## config.mk

```make
export PLATFORM = sky130hd
export DESIGN_NAME = eepr_i2c_target
export DESIGN_NICKNAME = d
export VERILOG_FILES = /design/src/rtl/eepr_pkg.sv /design/src/rtl/eepr_line_sync.sv /design/src/rtl/eepr_byte_store.sv /design/src/rtl/eepr_i2c_target.sv
export SDC_FILE = /design/constraint.sdc
export NUM_CORES = 1
export LEC_CHECK = 0
export ABC_AREA = 1
export BUFFER_PORTS_ARGS = -buffer_cell sky130_fd_sc_hd__buf_2
export CAP_MARGIN = 0
export CORE_MARGIN = 1.5
export CORE_UTILIZATION = 60
export DETAILED_ROUTE_END_ITERATION = 16
export PLACE_DENSITY = 0.76
export SLEW_MARGIN = 10
export SYNTH_ARGS = -nofsm -noshare
export SYNTH_HDL_FRONTEND = slang
export SYNTH_SLANG_ARGS = --single-unit
```

## constraint.sdc

```tcl
create_clock -name clk -period 6.06 [get_ports clk]
set_input_delay 0.606 -clock clk [delete_from_list [all_inputs] [get_ports clk]]
set_output_delay 0.606 -clock clk [all_outputs]
set_load 0.02 [all_outputs]
```

## src/rtl/eepr_pkg.sv

```systemverilog
package eepr_pkg;

  typedef enum logic [2:0] {
    ST_IDLE,  // released, waiting for start
    ST_RX,    // shifting in a byte from the master
    ST_ACK,   // holding SDA low for the ninth clock
    ST_TX,    // shifting a byte out to the master
    ST_MACK   // master's acknowledge slot after a sent byte
  } phase_t;

  typedef enum logic [1:0] {
    RX_CTRL,
    RX_ADDR,
    RX_DATA
  } rxkind_t;

  localparam logic [3:0] DEV_TYPE = 4'b1010;

  // control byte match: type code in the top nibble, select bits below it
  function automatic logic ctrl_hit(input logic [7:0] b, input logic [2:0] sel);
    return (b[7:4] == DEV_TYPE) && (b[3:1] == sel);
  endfunction

  // pointer step for reads: wraps at the end of the array
  function automatic logic [7:0] linear_next(input logic [7:0] p, input int depth);
    int n;
    n = (int'(p) + 1) % depth;
    return n[7:0];
  endfunction

  // pointer step for writes: wraps inside the page holding p
  function automatic logic [7:0] page_next(input logic [7:0] p, input int pg);
    int base;
    int off;
    int r;
    base = (int'(p) / pg) * pg;
    off  = ((int'(p) % pg) + 1) % pg;
    r    = base + off;
    return r[7:0];
  endfunction

endpackage

```

## src/rtl/eepr_line_sync.sv

```systemverilog
module eepr_line_sync #(
  parameter int SYNC_STAGES = 2
) (
  input  logic clk,
  input  logic rst_n,
  input  logic scl_i,
  input  logic sda_i,
  output logic scl_q,
  output logic sda_q,
  output logic scl_rise,
  output logic scl_fall,
  output logic start_ev,
  output logic stop_ev
);

  logic [SYNC_STAGES-1:0] scl_s;
  logic [SYNC_STAGES-1:0] sda_s;
  logic                   scl_p;
  logic                   sda_p;

  always_ff @(posedge clk or negedge rst_n) begin
    if (!rst_n) begin
      scl_s <= '1;
      sda_s <= '1;
      scl_p <= 1'b1;
      sda_p <= 1'b1;
    end else begin
      scl_s <= {scl_s[SYNC_STAGES-2:0], scl_i};
      sda_s <= {sda_s[SYNC_STAGES-2:0], sda_i};
      scl_p <= scl_s[SYNC_STAGES-1];
      sda_p <= sda_s[SYNC_STAGES-1];
    end
  end

  assign scl_q    = scl_s[SYNC_STAGES-1];
  assign sda_q    = sda_s[SYNC_STAGES-1];
  assign scl_rise = scl_q & ~scl_p;
  assign scl_fall = ~scl_q & scl_p;
  // data edges with the clock held high mark start and stop
  assign start_ev = scl_q & scl_p & sda_p & ~sda_q;
  assign stop_ev  = scl_q & scl_p & ~sda_p & sda_q;

endmodule

```

## src/rtl/eepr_byte_store.sv

```systemverilog
module eepr_byte_store #(
  parameter int DEPTH = 128,
  localparam int AW   = $clog2(DEPTH)
) (
  input  logic          clk,
  input  logic          we,
  input  logic [AW-1:0] waddr,
  input  logic [7:0]    wdata,
  input  logic [AW-1:0] raddr,
  output logic [7:0]    rdata
);

  logic [7:0] cells [DEPTH];

  always_ff @(posedge clk) begin
    if (we) cells[waddr] <= wdata;
  end

  assign rdata = cells[raddr];

endmodule

```

## src/rtl/eepr_i2c_target.sv

```systemverilog
module eepr_i2c_target
  import eepr_pkg::*;
#(
  parameter int MEM_BYTES   = 128,
  parameter int PAGE_BYTES  = 16,
  parameter int SYNC_STAGES = 2
) (
  input  logic       clk,
  input  logic       rst_n,
  input  logic [2:0] sel_i,
  input  logic       scl_i,
  input  logic       sda_i,
  output logic       sda_oe
);

  localparam int ADDR_W = $clog2(MEM_BYTES);

  // bus events
  logic scl_q, sda_q, scl_rise, scl_fall, start_ev, stop_ev;

  eepr_line_sync #(.SYNC_STAGES(SYNC_STAGES)) u_sync (
    .clk      (clk),
    .rst_n    (rst_n),
    .scl_i    (scl_i),
    .sda_i    (sda_i),
    .scl_q    (scl_q),
    .sda_q    (sda_q),
    .scl_rise (scl_rise),
    .scl_fall (scl_fall),
    .start_ev (start_ev),
    .stop_ev  (stop_ev)
  );

  phase_t            phase;
  rxkind_t           kind;
  logic              rw_read;
  logic [3:0]        bit_cnt;
  logic [7:0]        rx_sh;
  logic [7:0]        tx_sh;
  logic [ADDR_W-1:0] ptr;
  logic              oe_q;
  logic              mack_ok;
  logic [7:0]        rd_data;

  // named internal events, also used by the checker
  logic byte_done, ctrl_ok, addr_ok, accept;
  logic ev_ctrl_nack, ev_addr_nack, ev_wr, ev_rd_load, in_mack;
  logic [ADDR_W-1:0] ptr_page_next, ptr_lin_next;

  assign byte_done     = scl_fall && (phase == ST_RX) && (bit_cnt == 4'd8);
  assign ctrl_ok       = ctrl_hit(rx_sh, sel_i);
  assign addr_ok       = ({24'd0, rx_sh} < 32'(MEM_BYTES));
  assign accept        = (kind == RX_CTRL) ? ctrl_ok :
                         (kind == RX_ADDR) ? addr_ok : 1'b1;
  assign ev_ctrl_nack  = byte_done && (kind == RX_CTRL) && !ctrl_ok;
  assign ev_addr_nack  = byte_done && (kind == RX_ADDR) && !addr_ok;
  assign ev_wr         = byte_done && (kind == RX_DATA);
  assign ev_rd_load    = scl_fall && (((phase == ST_ACK) && rw_read) ||
                                      ((phase == ST_MACK) && mack_ok));
  assign in_mack       = (phase == ST_MACK);
  assign ptr_page_next = ADDR_W'(page_next(8'(ptr), PAGE_BYTES));
  assign ptr_lin_next  = ADDR_W'(linear_next(8'(ptr), MEM_BYTES));

  eepr_byte_store #(.DEPTH(MEM_BYTES)) u_store (
    .clk   (clk),
    .we    (ev_wr),
    .waddr (ptr),
    .wdata (rx_sh),
    .raddr (ptr),
    .rdata (rd_data)
  );

  always_ff @(posedge clk or negedge rst_n) begin
    if (!rst_n) begin
      phase   <= ST_IDLE;
      kind    <= RX_CTRL;
      rw_read <= 1'b0;
      bit_cnt <= 4'd0;
      rx_sh   <= 8'd0;
      tx_sh   <= 8'd0;
      ptr     <= '0;
      oe_q    <= 1'b0;
      mack_ok <= 1'b0;
    end else if (start_ev) begin
      phase   <= ST_RX;
      kind    <= RX_CTRL;
      rw_read <= 1'b0;
      bit_cnt <= 4'd0;
      oe_q    <= 1'b0;
    end else if (stop_ev) begin
      phase <= ST_IDLE;
      oe_q  <= 1'b0;
    end else begin
      case (phase)
        ST_RX: begin
          if (scl_rise && (bit_cnt < 4'd8)) begin
            rx_sh   <= {rx_sh[6:0], sda_q};
            bit_cnt <= bit_cnt + 4'd1;
          end else if (byte_done) begin
            if (accept) begin
              oe_q  <= 1'b1;
              phase <= ST_ACK;
              case (kind)
                RX_CTRL: begin
                  rw_read <= rx_sh[0];
                  kind    <= RX_ADDR;
                end
                RX_ADDR: begin
                  ptr  <= rx_sh[ADDR_W-1:0];
                  kind <= RX_DATA;
                end
                default: ptr <= ptr_page_next;
              endcase
            end else begin
              phase <= ST_IDLE;
            end
          end
        end
        ST_ACK: begin
          if (scl_fall) begin
            bit_cnt <= 4'd0;
            if (rw_read) begin
              tx_sh <= rd_data;
              oe_q  <= ~rd_data[7];
              ptr   <= ptr_lin_next;
              phase <= ST_TX;
            end else begin
              oe_q  <= 1'b0;
              phase <= ST_RX;
            end
          end
        end
        ST_TX: begin
          if (scl_fall) begin
            if (bit_cnt == 4'd7) begin
              oe_q  <= 1'b0;
              phase <= ST_MACK;
            end else begin
              bit_cnt <= bit_cnt + 4'd1;
              tx_sh   <= {tx_sh[6:0], 1'b0};
              oe_q    <= ~tx_sh[6];
            end
          end
        end
        ST_MACK: begin
          if (scl_rise) mack_ok <= ~sda_q;
          if (scl_fall) begin
            bit_cnt <= 4'd0;
            if (mack_ok) begin
              tx_sh <= rd_data;
              oe_q  <= ~rd_data[7];
              ptr   <= ptr_lin_next;
              phase <= ST_TX;
            end else begin
              phase <= ST_IDLE;
            end
          end
        end
        default: ;
      endcase
    end
  end

  assign sda_oe = oe_q;

endmodule

```

==> flow_metrics.py, run 1 <==
metrics = {
    "outcome": {
        "status": "complete, no violations",
    },
    "floorplan": {
        "core_area_um2": 73210,
        "start_util_pct": 60.91,
        "die_w_um": 275.6,
        "io_pins": 8,
        "placementRows": 99,
        "die-area_um2": 75970,
        "die-height_um": 275.6,
    },
    "sta": {
        "tightest_slew_ps": 1167,
        "setup_ws_ps": 2172,
        "relSlewSlack_pct": 22.21,
        "timing.fmax_mhz": 257.2,
        "slew_viol_final": 0,
        "setup_viol": 0,
        "fin_crit_sh_pct": 64.16,
        "finalHoldViolations": 0,
        "skew_ps": 23.27,
        "finalSetupTns_ps": 0,
        "fin_crit_ps": 3888,
        "rsz0062_at_grt": "false",
    },
    "worst_setup_path": {
        "path_delay_family": "simple AND/OR/NAND/NOR gates",
        "cpMostUsedCell": "nor2_1",
        "worstPathCellList": "inv_1 -> or2_1 -> nor2_1 -> nand2_1 -> nor2_2 -> nand3_1 -> buf_4 -> nor2_1",
        "max_stage_delay_ps": 790,
        "slowest_stage": "nand3_1",
        "crit_path_start_kind": "flip-flop",
        "worstPathArrival_ps": 4170,
        "cp_max_fo": 9,
        "cp_num_buf_inv": 2,
        "critical_path_required_ps": 6340,
        "end_kind": "flip-flop",
        "critPathKind": "flip-flop to flip-flop",
    },
    "synthesis": {
        "synth_edf_count": 1024,
        "ys_async_sr_fraction_pct": 3.759,
        "syn_inst": 3929,
        "synthTopCellsByArea": "edfxtp_1 (69%), nand2_1 (7.8%), nor2_1 (5.6%)",
        "postSynthAreaPerCell_um2": 11.35,
        "syn_area_um2": 44590,
        "synth-compound-area-share_pct": 6.515,
        "synth_mux_area_share_pct": 0.04489,
        "synth-adder-area-share_pct": 0.08418,
        "yosysWarnings": 0,
        "synthXorXnorAreaFrac_pct": 0.09820,
        "synth-simple-area-share_pct": 16.96,
        "synth_ff_type": "edfxtp_1",
        "synthTopCellsByCount": "edfxtp_1 (1024), nand2_1 (922), nor2_1 (660), inv_1 (294), o21ai_0 (212)",
        "ys_ff_latch": 1064,
        "synth_top_cell_by_area": "edfxtp_1",
        "ys_seq_area_share_pct": 71.22,
        "synth.net_count": 3939,
        "synth.most_common_cell": "edfxtp_1",
        "yosys.cell_types.count": 38,
        "synth.top_cell.area_share_pct": 68.96,
        "synth_top_family_by_area": "simple AND/OR/NAND/NOR gates",
    },
    "drt": {
        "wl_per_cell_um": 22.13,
        "drt_iter0_markers": 3717,
        "drc": 0,
        "routed_wl_mm": 108.9,
        "viasPerCell": 5.891,
        "first_pass_iters": 6,
        "num_vias": 29000,
        "ant_nets": 0,
    },
    "global_route": {
        "met1_usage_pct": 38.75,
        "antenna_found_initial": 0,
        "globalRouteTotalUtil_pct": 28.81,
        "grt_pass1_wl_mm": 163.0,
        "grt_max_degree": 224,
        "overflow": 0,
        "met2_usage_pct": 46.61,
        "grt_pass1_vias": 27560,
        "busiest_layer": "met2",
        "use_met3_pct": 5.689,
    },
    "clocking": {
        "cts_tree": "built",
        "cts_inserted_buffers": 103,
        "cts_buffer_depth": 3,
        "clk_latency_ps": 670,
        "clk_pin_slew_ps": 60,
        "cts_resized": 0,
        "ctsHoldBuffers": 0,
        "cts_sinks": 1064,
        "root_buffer": "clkbuf_16",
        "cts_setup_buffers": 0,
        "h-tree-depth": 3,
    },
    "placement": {
        "gp_congestion": 0.9146,
        "dp_hpwl_mm": 60.93,
        "post-place-ws_ps": 2312,
        "io_buffers": 7,
    },
    "power_and_ir_drop": {
        "p_leak_nw": 18.26,
        "finalPower_mw": 21.97,
        "power_density_nw_per_um2": 451.7,
        "ir_worst_vdd_mv": 0.4658,
    },
    "finish": {
        "area_delta_synth_final_pct": 9.068,
        "antennaDiodeCount": 0,
        "drive_gt1_share_pct": 8.176,
        "final_nets": 3888,
        "nFillCells": 5144,
    },
    "hold_path": {
        "hold_class": "input pin to flip-flop",
    },
    "flow_run": {
        "max_cap_violations": 0,
    },
}
[path summary, 6_finish.rpt]
check / from / endpoint / slack (ps) / depth (start not counted)
max in group asynchronous: rst_n / rx_sh[6] / 5210 / 1
worst max register to register: u_sync.scl_p / u_store.cells[81][6] / 2170 / 8
worst max-delay path: u_sync.scl_p / u_store.cells[81][6] / 2170 / 8
min in group asynchronous: rst_n / bit_cnt[1] / 110 / 1
worst min register to register: u_sync.sda_s[0] / u_sync.sda_s[1] / 360 / 0
worst min-delay path: sda_i / u_sync.sda_s[0] / 40 / 1
[cell usage in the layout (no fill, tap or decap), drive strengths merged]
cell,instances
edfxtp,1024
nand2,923
nor2,667
inv,304
o21ai,250
o211ai,180
nand3,172
clkbuf,121
or2,105
buf,44
clkinv,41
dfrtp,34
a21oi,24
bufinv,20
o22ai,10
o21bai,6
clkinvlp,6
dfstp,6
nor3,5
xnor2,3
o31ai,3
ha,3
nand4,2
a32oi,2
xor2,2
mux2i,2
o21a,2
o2111ai,1
a31oi,1
[cell families after synthesis]
| family | count (synthesis) |
|---|---|
| buffers and inverters | 502 |
| XOR/XNOR | 5 |
| flip-flops | 1064 |
| multiplexers | 2 |
| adder cells (fa/ha/maj) | 3 |
| AO/OA/AOI/OAI | 479 |
| AND/OR/NAND/NOR | 1874 |
[report_power, final]
| part | switching, mW | internal, mW | leakage [nW] |
|---|---|---|---|
| sequential | 0.525 | 8.86 | 9.73 |
| clock | 2.73 | 4.01 | 1.72 |
| combinational | 4.34 | 1.50 | 6.80 |
| total | 7.60 | 14.4 | 18.3 |
[final cells by class]
| type | count | area [um2] | share of cell area (%) |
|---|---|---|---|
| clock buffer | 121 | 2676 | 5.503 |
| clock inverter | 69 | 875.8 | 1.801 |
| inverter | 302 | 1141 | 2.346 |
| multi-input combinational | 2363 | 10580 | 21.74 |
| sequential | 1064 | 31790 | 65.37 |
| tap | 959 | 1200 | 2.467 |
| timing repair buffer | 44 | 375.4 | 0.7718 |
[per-stage QoR]
| step | hold slack (ps) | cells | util (%) | area [um2] |
|---|---|---|---|---|
| final | 43.36 | 4922 | 66.44 | 48640 |
| after global routing | 21.73 | 4922 | 66.44 | 48640 |
| after CTS | 24.33 | 4922 | 66.44 | 48640 |
| after detailed placement | 347.0 | 4732 | 61.59 | 45080 |
| after global placement | 345.8 | 4732 | 61.59 | 45080 |
| after floorplan | 310.4 | 3929 | - | 44590 |
[routing by layer]
layer  vias to the layer above  wire (um)
met3                       261      10560
met1                     13960      42090
met5                         -          0
met2                      1540      51810
li1                      13230          -
met4                         0       4456
[sequential cells by signal, summed over array words and instances, names as in the netlist]
register       count
rw_read            1
u_sync.sda_p       1
kind               2
mack_ok            1
sda_oe             1
bit_cnt            4
u_sync.scl_s       2
phase              3
u_store.cells   1024
ptr                7
u_sync.sda_s       2
rx_sh              8
tx_sh              7
u_sync.scl_p       1
(Power assumes the default switching activity.)
==> run 2: changes to the inputs <==
clock period = 3.7 ns   (was 6.06 ns; I/O delays follow)
==> flow_metrics.py, run 2 (synthesized netlist as in run 1, its figures left out) <==
metrics = {
    "floorplan": {
        "start_util_pct": 60.91,
        "placementRows": 99,
        "io_pins": 8,
        "die-area_um2": 75970,
        "die-height_um": 275.6,
        "core_area_um2": 73210,
        "die_w_um": 275.6,
    },
    "sta": {
        "rsz0062_at_grt": "false",
        "setup_viol": 0,
        "tightest_slew_ps": 1115,
        "slew_viol_final": 0,
        "skew_ps": 26.02,
        "holdWs_ps": 342.5,
        "timing.fmax_mhz": 331.1,
        "finalSetupTns_ps": 0,
        "fin_crit_sh_pct": 81.63,
        "fin_crit_ps": 3020,
        "finalHoldViolations": 0,
        "relSlewSlack_pct": 25.66,
    },
    "global_route": {
        "overflow": 0,
        "globalRouteTotalUtil_pct": 29.26,
        "grt_pass1_wl_mm": 165.8,
        "grt_pass1_vias": 28240,
        "antenna_found_initial": 0,
        "grt_max_degree": 164,
    },
    "power_and_ir_drop": {
        "p_leak_nw": 18.59,
        "finalPower_mw": 36.06,
        "power_density_nw_per_um2": 734.3,
        "ir_worst_vdd_mv": 0.8359,
    },
    "worst_setup_path": {
        "critPathLaunch": "ptr[1]",
        "worstPathArrival_ps": 3630,
        "critPathCapture": "tx_sh[3]",
        "path_delay_family": "buffers and inverters",
        "max_stage_delay_ps": 500,
        "rr_startpoint": "ptr[1]",
        "critical_path_required_ps": 4310,
        "rr_worst_depth": 13,
        "slowest_stage": "buf_4",
        "r2r-end": "tx_sh[3]",
        "cp_num_buf_inv": 4,
        "crit_path_start_kind": "flip-flop",
        "critPathKind": "flip-flop to flip-flop",
        "crit_cells": 13,
        "worstPathCellList": "buf_4 -> inv_2 -> nor2_4 -> buf_4 -> buf_4 -> o21ai_0 -> o21ai_0 -> o21ai_1 -> nand3_1 -> nand2_1 -> nand3_1 -> o21bai_1 -> nand2_1",
        "cpMostUsedCell": "buf_4",
        "cp_max_fo": 42,
        "r2r_setup_slack_ps": 680,
        "end_kind": "flip-flop",
    },
    "outcome": {
        "status": "complete, no violations",
    },
    "clocking": {
        "cts_tree": "built",
        "cts_sinks": 1064,
        "clk_pin_slew_ps": 60,
        "cts_setup_buffers": 0,
        "cts_inserted_buffers": 103,
        "ctsHoldBuffers": 3,
        "clk_latency_ps": 680,
        "cts_buffer_depth": 3,
        "root_buffer": "clkbuf_16",
        "h-tree-depth": 3,
        "cts_resized": 0,
    },
    "drt": {
        "ant_nets": 0,
        "viasPerCell": 5.924,
        "drt_iter0_markers": 4025,
        "routed_wl_mm": 110.4,
        "drc": 0,
        "first_pass_iters": 8,
        "num_vias": 29540,
        "wl_per_cell_um": 22.14,
    },
    "hold_path": {
        "hold_class": "input pin to flip-flop",
    },
    "finish": {
        "regMostFlops": "u_store.cells",
        "largest_reg_flops": 1024,
        "final_cell_mix": "edfxtp_1 (1024), nand2_1 (922), nor2_1 (660), inv_1 (294), o21ai_0 (212)",
        "reg_top3": "u_store.cells x1024, rx_sh x8",
        "antennaDiodeCount": 0,
        "nFillCells": 5142,
        "design_area_um2": 49120,
        "layout_commonest_cell": "edfxtp_1",
        "area_delta_synth_final_pct": 10.15,
        "final_nets": 3954,
        "drive_gt1_share_pct": 9.409,
        "utilization_pct": 67.09,
    },
    "placement": {
        "dp_hpwl_mm": 64.00,
        "gp_congestion": 0.9325,
        "io_buffers": 7,
        "placed_cell_area_um2": 45680,
    },
    "flow_run": {
        "max_cap_violations": 0,
    },
}
run 2: cell count changes in the layout (fill, tap and decap cells not counted), sizes merged:
cell / before / now
dlygate4sd3: 0 / 3
clkinv: 41 / 37
clkinvlp: 6 / 3
bufinv: 20 / 14
inv: 304 / 305
buf: 44 / 107
clkbuf: 121 / 132
run 2: area by class of cell:
type / instances / area [um2] / area share (%)
well taps: 959 / 1200 / 2.443
clock inverters: 57 / 676.9 / 1.378
multi-input cells: 2363 / 10580 / 21.53
flip-flops and latches: 1064 / 31790 / 64.73
clock buffers: 132 / 2728 / 5.553
inverters: 302 / 1141 / 2.323
repair buffers: 110 / 1003 / 2.043
run 2: layer usage:
layer | vias to the layer above | track usage (%) | routed length (um)
met5 | - | 0 | 0
met4 | 0 | 11.68 | 4496
met3 | 299 | 5.281 | 11480
met2 | 1770 | 47.25 | 52500
met1 | 14110 | 39.79 | 41940
li1 | 13360 | - | -
run 2: power by group:
group / internal, mW / switching [mW] / leakage [nW]
logic: 2.70 / 7.62 / 7.19
clock network: 6.19 / 4.47 / 1.66
registers: 14.5 / 0.572 / 9.73
run 2: metrics by stage:
stage                     std cells  setup slack, ps
after floorplan                3929            729.5
after global placement         4795            915.5
after detailed placement       4795            807.3
after CTS                      4987            756.7
after global routing           4987            588.1
final                          4987            679.8
run 2: how the worst min path moves through the flow:
stage	startpoint	depth (start not counted)	to
4_1_cts	sda_i	2	u_sync.sda_s[0]
6_report	sda_i	2	u_sync.sda_s[0]
3_3_place_gp	u_sync.sda_s[0]	0	u_sync.sda_s[1]
2_1_floorplan	rst_n	0	bit_cnt[0]
5_1_grt	scl_i	2	u_sync.scl_s[0]
3_5_place_dp	u_sync.scl_s[0]	0	u_sync.scl_s[1]
